File: src/rtl/sh_acq_pkg.sv
package sh_acq_pkg;
  // Phase of the acquisition sequence, advanced on enabled clocks
  typedef enum logic [1:0] {
    PH_IDLE = 2'd0,  // after reset, waiting for the first sync pulse
    PH_ACQ  = 2'd1,  // tracking, delay counter running
    PH_WAIT = 2'd2,  // holding, conversion deferred to the next period
    PH_CONV = 2'd3   // converting, result presented at the next sync edge
  } phase_e;
endpackage

File: src/rtl/sh_sync_detect.sv
module sh_sync_detect (
  input  logic clk,
  input  logic rst,
  input  logic ce,
  input  logic sync_i,
  output logic level_o,
  output logic rise_o
);
  logic s1_q, s2_q;

  always_ff @(posedge clk) begin
    if (rst) begin
      s1_q <= 1'b0;
      s2_q <= 1'b0;
    end else if (ce) begin
      s1_q <= sync_i;
      s2_q <= s1_q;
    end
  end

  assign level_o = s1_q;
  assign rise_o  = s1_q & ~s2_q;
endmodule

File: src/rtl/sh_delay_counter.sv
module sh_delay_counter #(
  parameter int CW       = 16,
  parameter int MIN_LOAD = 3
) (
  input  logic          clk,
  input  logic          rst,
  input  logic          ce,
  input  logic          load_i,
  input  logic [CW-1:0] delay_i,
  output logic          zero_o
);
  localparam logic [CW-1:0] FLOOR = CW'(MIN_LOAD);

  logic [CW-1:0] cnt_q;
  logic [CW-1:0] load_val;

  assign load_val = (delay_i < FLOOR) ? FLOOR : delay_i;

  always_ff @(posedge clk) begin
    if (rst) begin
      cnt_q <= '0;
    end else if (load_i) begin
      cnt_q <= load_val;
    end else if (ce && (cnt_q != '0)) begin
      cnt_q <= cnt_q - 1'b1;
    end
  end

  assign zero_o = (cnt_q == '0);

  AST_LOAD_FLOOR: assert property (@(posedge clk) disable iff (rst)
    load_i |=> (cnt_q >= FLOOR));
  AST_CE_COUNT_HOLD: assert property (@(posedge clk) disable iff (rst)
    (!ce && !load_i) |=> $stable(cnt_q));
endmodule

File: src/rtl/sh_conv_capture.sv
module sh_conv_capture #(
  parameter int DW = 12
) (
  input  logic          clk,
  input  logic          rst,
  input  logic          start_i,
  input  logic          done_i,
  input  logic [DW-1:0] data_i,
  output logic          have_o,
  output logic [DW-1:0] data_o
);
  logic          armed_q;
  logic          have_q;
  logic [DW-1:0] data_q;

  always_ff @(posedge clk) begin
    if (rst) begin
      armed_q <= 1'b0;
      have_q  <= 1'b0;
      data_q  <= '0;
    end else if (start_i) begin
      armed_q <= 1'b1;
      have_q  <= 1'b0;
    end else if (armed_q && done_i) begin
      armed_q <= 1'b0;
      have_q  <= 1'b1;
      data_q  <= data_i;
    end
  end

  assign have_o = have_q;
  assign data_o = data_q;

  AST_ONE_CAPTURE: assert property (@(posedge clk) disable iff (rst)
    (have_q && !start_i) |=> $stable(data_q));
endmodule

File: src/rtl/sh_sequencer.sv
module sh_sequencer
  import sh_acq_pkg::*;
#(
  parameter int DW = 12
) (
  input  logic          clk,
  input  logic          rst,
  input  logic          ce,
  input  logic          rise_i,
  input  logic          level_i,
  input  logic          zero_i,
  input  logic          have_i,
  input  logic [DW-1:0] data_i,
  output logic          load_o,
  output logic          hold_o,
  output logic          conv_start_o,
  output logic [DW-1:0] result_o,
  output logic          valid_o
);
  phase_e        st_q;
  logic          hold_q;
  logic          cs_q;
  logic [DW-1:0] res_q;
  logic          valid_q;

  // A new acquisition is loaded at the first sync edge and at each presentation edge
  assign load_o = ce && rise_i && ((st_q == PH_IDLE) || (st_q == PH_CONV));

  always_ff @(posedge clk) begin
    if (rst) begin
      st_q    <= PH_IDLE;
      hold_q  <= 1'b0;
      cs_q    <= 1'b0;
      res_q   <= '0;
      valid_q <= 1'b0;
    end else begin
      cs_q <= 1'b0;
      if (ce) begin
        if (rise_i) begin
          unique case (st_q)
            PH_IDLE: begin
              st_q     <= PH_ACQ;
              hold_q   <= 1'b0;
              res_q[0] <= 1'b1;
              valid_q  <= 1'b0;
            end
            PH_ACQ, PH_WAIT: begin
              st_q     <= PH_CONV;
              hold_q   <= 1'b1;
              cs_q     <= 1'b1;
              res_q[0] <= 1'b1;
              valid_q  <= 1'b0;
            end
            PH_CONV: begin
              st_q   <= PH_ACQ;
              hold_q <= 1'b0;
              if (have_i) begin
                res_q   <= {data_i[DW-1:1], 1'b0};
                valid_q <= 1'b1;
              end else begin
                res_q[0] <= 1'b1;
                valid_q  <= 1'b0;
              end
            end
            default: st_q <= PH_IDLE;
          endcase
        end else if ((st_q == PH_ACQ) && zero_i) begin
          hold_q <= 1'b1;
          if (level_i) begin
            st_q <= PH_CONV;
            cs_q <= 1'b1;
          end else begin
            st_q <= PH_WAIT;
          end
        end
      end
    end
  end

  assign hold_o       = hold_q;
  assign conv_start_o = cs_q;
  assign result_o     = res_q;
  assign valid_o      = valid_q;

  AST_FORCED_HOLD: assert property (@(posedge clk) disable iff (rst)
    (ce && rise_i && (st_q == PH_ACQ)) |=> hold_q);
  AST_START_SINGLE: assert property (@(posedge clk) disable iff (rst)
    cs_q |=> !cs_q);
  AST_START_IN_HOLD: assert property (@(posedge clk) disable iff (rst)
    cs_q |-> hold_q);
  AST_VALID_EVEN: assert property (@(posedge clk) disable iff (rst)
    valid_q |-> !res_q[0]);
  AST_RELOAD_TRACK: assert property (@(posedge clk) disable iff (rst)
    load_o |=> !hold_q);
  AST_FREEZE: assert property (@(posedge clk) disable iff (rst)
    !ce |=> $stable(hold_q));
endmodule

File: src/rtl/sh_acq_timer.sv
module sh_acq_timer #(
  parameter int CW       = 16,
  parameter int DW       = 12,
  parameter int MIN_LOAD = 3
) (
  input  logic          clk,
  input  logic          rst,
  input  logic          ce,
  input  logic          sync_in,
  input  logic [CW-1:0] delay_cfg,
  input  logic          conv_done,
  input  logic [DW-1:0] conv_data,
  output logic          hold_o,
  output logic          conv_start_o,
  output logic [DW-1:0] result_o,
  output logic          result_valid_o
);
  logic          level, rise, zero, load, have;
  logic [DW-1:0] cap_data;

  sh_sync_detect u_sync (
    .clk     (clk),
    .rst     (rst),
    .ce      (ce),
    .sync_i  (sync_in),
    .level_o (level),
    .rise_o  (rise)
  );

  sh_delay_counter #(.CW(CW), .MIN_LOAD(MIN_LOAD)) u_cnt (
    .clk     (clk),
    .rst     (rst),
    .ce      (ce),
    .load_i  (load),
    .delay_i (delay_cfg),
    .zero_o  (zero)
  );

  sh_conv_capture #(.DW(DW)) u_cap (
    .clk     (clk),
    .rst     (rst),
    .start_i (conv_start_o),
    .done_i  (conv_done),
    .data_i  (conv_data),
    .have_o  (have),
    .data_o  (cap_data)
  );

  sh_sequencer #(.DW(DW)) u_seq (
    .clk          (clk),
    .rst          (rst),
    .ce           (ce),
    .rise_i       (rise),
    .level_i      (level),
    .zero_i       (zero),
    .have_i       (have),
    .data_i       (cap_data),
    .load_o       (load),
    .hold_o       (hold_o),
    .conv_start_o (conv_start_o),
    .result_o     (result_o),
    .valid_o      (result_valid_o)
  );

  AST_RESET_CLEAR: assert property (@(posedge clk) disable iff (rst)
    $fell(rst) |-> (!hold_o && !result_valid_o && !conv_start_o));
  AST_NO_START_IDLE: assert property (@(posedge clk) disable iff (rst)
    (conv_start_o && !load) |=> !conv_start_o);
endmodule

File: config.mk
export PLATFORM = sky130hd
export DESIGN_NAME = sh_acq_timer
export DESIGN_NICKNAME = d
export VERILOG_FILES = /design/src/rtl/sh_acq_pkg.sv /design/src/rtl/sh_sync_detect.sv /design/src/rtl/sh_delay_counter.sv /design/src/rtl/sh_conv_capture.sv /design/src/rtl/sh_sequencer.sv /design/src/rtl/sh_acq_timer.sv
export SDC_FILE = /design/constraint.sdc
export NUM_CORES = 1
export LEC_CHECK = 0
export CAP_MARGIN = 20
export CELL_PAD_IN_SITES_DETAIL_PLACEMENT = 0
export CELL_PAD_IN_SITES_GLOBAL_PLACEMENT = 2
export CORE_MARGIN = 2
export CORE_UTILIZATION = 29
export DETAILED_ROUTE_END_ITERATION = 7
export PLACE_DENSITY = 0.78
export SYNTH_ARGS = -nofsm -noshare
export SYNTH_HDL_FRONTEND = slang
export SYNTH_SLANG_ARGS = --single-unit
File: constraint.sdc
create_clock -name clk -period 2.7 [get_ports clk]
set_clock_uncertainty 0.2 [all_clocks]
set_input_delay 0.54 -clock clk [delete_from_list [all_inputs] [get_ports clk]]
set_output_delay 0.54 -clock clk [all_outputs]
set_load 0.01 [all_outputs]
==> flow_metrics.py <==
metrics = {
    "synth": {
        "synthCells": 274,
        "synth_ff_type": "dfxtp_1",
        "synth_fp_nets": 310,
        "synth.distinct_cells": 51,
        "synth-edff-count": 0,
        "synth-async-reset-ratio": 0,
        "synth_top_cells_by_area": "dfxtp_1 43%, nand2_1 10%, a21oi_1 7.8%",
        "synthesis.area_sq_um": 2190,
        "ys_seq_area_frac": 0.429,
        "synth_top_area_share": 0.429,
        "synth.most_common_cell": "nand2_1",
        "ys_seq_elements": 47,
        "yosysTopAreaCell": "dfxtp_1",
        "avgSynthCellArea_sq_um": 8.00,
        "synth_common_cells": "59 x nand2_1, 47 x dfxtp_1, 34 x a21oi_1",
        "yosysWarnings": 0,
    },
    "place": {
        "dpl_cell_area_sq_um": 2820,
        "portBuffers": 46,
        "gp_congestion": 0.816,
        "dp_hpwl_mm": 4.50,
    },
    "power": {
        "leakagePower_nw": 1.01,
        "totalPowerFinal_mw": 2.57,
        "p_per_area_nw_per_um2": 882,
        "peakVddDrop_uv": 310,
    },
    "sta": {
        "fmax_mhz": 450,
        "whs_ns": 0.251,
        "worst_pin_slew_ns": 0.601,
        "rsz0062_at_grt": "false",
        "fin_crit_sh": 0.823,
        "maxSlewViolCount": 0,
        "min_period_ns": 2.22,
        "fin_setup_tns_ns": 0,
        "hold_violations": 0,
        "max_slew_margin": 0.596,
        "finalSetupViolCount": 0,
    },
    "cts": {
        "postCtsHoldBufs": 0,
        "cts_tree": "yes",
        "clockBufferDepth": 2,
        "cts_sinks": 47,
        "htreeDepth": 2,
        "post-cts-setup-buffers": 0,
        "insertion_delay_ns": 0.31,
        "clkTransAtPathRegs_ns": 0.10,
        "cts_inserted_buffers": 5,
        "root_buffer": "clkbuf_8",
        "cts_resized": 0,
    },
    "finish": {
        "stdcell_area_sq_um": 2910,
        "nNetsFinal": 362,
        "largest_reg_flops": 16,
        "largest_register": "u_cnt.cnt_q",
        "n_fill_cell": 812,
        "final_util": 0.399,
        "syn_to_final_growth_pct": 32.8,
        "diodes": 0,
        "drive_gt1_frac": 0.107,
    },
    "critical_path": {
        "timing.rr.end": "u_cnt.cnt_q[10]",
        "crit_type": "reg -> reg",
        "worst-path-max-fanout": 7,
        "r2r-start": "u_cnt.cnt_q[7]",
        "r2r_cells": 5,
        "startpoint_type": "flip-flop",
        "cp.required_ns": 2.68,
        "arrival_ns": 2.20,
        "r2r_slack_ns": 0.48,
        "cp-end-kind": "flip-flop",
    },
    "run": {
        "cap_violations": 0,
    },
    "route": {
        "ant_nets": 0,
        "route.vias.total": 2114,
        "drc": 0,
        "first_iter_violations": 111,
        "wl_mm": 6.03,
        "wire_per_inst_um": 14.2,
        "first_pass_iters": 4,
        "vias_per_cell": 4.96,
    },
    "grt": {
        "antenna_found_initial": 0,
        "grt_overflow": 0,
        "track_usage": 0.149,
        "grt_max_degree": 29,
        "grt_pass1_wl_mm": 9.83,
        "grt_pass1_vias": 1978,
    },
    "floorplan": {
        "die-area_sq_um": 8270,
        "rows": 31,
        "die_x_um": 90.9,
        "num_io_pins": 48,
        "placeableCoreArea_sq_um": 7290,
        "die-height_um": 90.9,
        "initial_core_util": 0.301,
    },
    "hold_path": {
        "hold_class": "reg -> reg",
        "worstHoldStart": "u_cap.data_o[10]",
        "holdPathStages": 2,
        "hold_end": "u_seq.result_o[10]",
    },
    "outcome": {
        "outcome": "complete, no violations",
    },
}
-- critical path, cell delays in order (launching register included) --
cell and delay [ns]:
dfxtp_1 0.40, nor4_1 0.50, and4_1 0.45, nand2_1 0.15, nand3b_1 0.23, o21ai_0 0.15
-- metal layers --
| metal | routed length, um | global-route usage |
|---|---|---|
| met2 | 2700 | 0.225 |
| met3 | 194 | 0.0307 |
| met4 | 83 | 0.0455 |
| met1 | 3050 | 0.211 |
| met5 | 0 | 0 |
-- per-stage QoR --
stage | std cells | setup WS [ns]
final | 426 | 0.478
after global placement | 418 | 0.185
after global routing | 426 | 0.269
after floorplan | 274 | 0.695
after CTS | 426 | 0.491
after detailed placement | 418 | 0.181
-- worst max path at each step --
stage / from / to / slack (ns)
floorplan: u_cnt.cnt_q[0] / u_cnt.cnt_q[6] / 0.69
global placement: ce / u_cnt.cnt_q[11] / 0.19
detailed placement: ce / u_cnt.cnt_q[11] / 0.18
CTS: u_cnt.cnt_q[7] / u_cnt.cnt_q[10] / 0.49
global route: u_cnt.cnt_q[7] / u_cnt.cnt_q[10] / 0.27
finish: u_cnt.cnt_q[7] / u_cnt.cnt_q[10] / 0.48
-- cells in the final DEF, fill, tap and decap left out, types with 4 or more instances in the layout --
master            n
nand2_1          59
dfxtp_1          47
clkdlybuf4s50_1  46
a21oi_1          34
nor2_1           18
buf_4            15
nor3_1           10
o21ai_0          10
nor4_1            5
o22ai_1           5
clkbuf_8          5
inv_1             4
nand3_1           4
nand2b_1          4
nand4_1           4
-- cell type report --
class / count / area [sq um] / area share
multi-input cells: 207 / 1170 / 0.402
clock buffers: 5 / 68.8 / 0.0236
repair buffers: 61 / 573 / 0.197
inverters: 4 / 15.0 / 0.00516
flip-flops and latches: 47 / 941 / 0.323
well taps: 99 / 124 / 0.0426
clock inverters: 3 / 18.8 / 0.00645
-- logic make-up after synthesis --
logic type,share of synthesized area
mux,0.00457
fa+ha+maj,0.0171
simple gates,0.309
xor+xnor,0.00799
compound gates,0.195
flops,0.429
buf+inv,0.0371
-- report_power, final --
group | switching [mW] | internal (mW) | total (mW)
sequential | 0.155 | 0.806 | 0.961
clock | 0.250 | 0.183 | 0.433
combinational | 0.642 | 0.530 | 1.17
total | 1.05 | 1.52 | 2.57
Note: power is estimated with default switching activity, not from simulation.
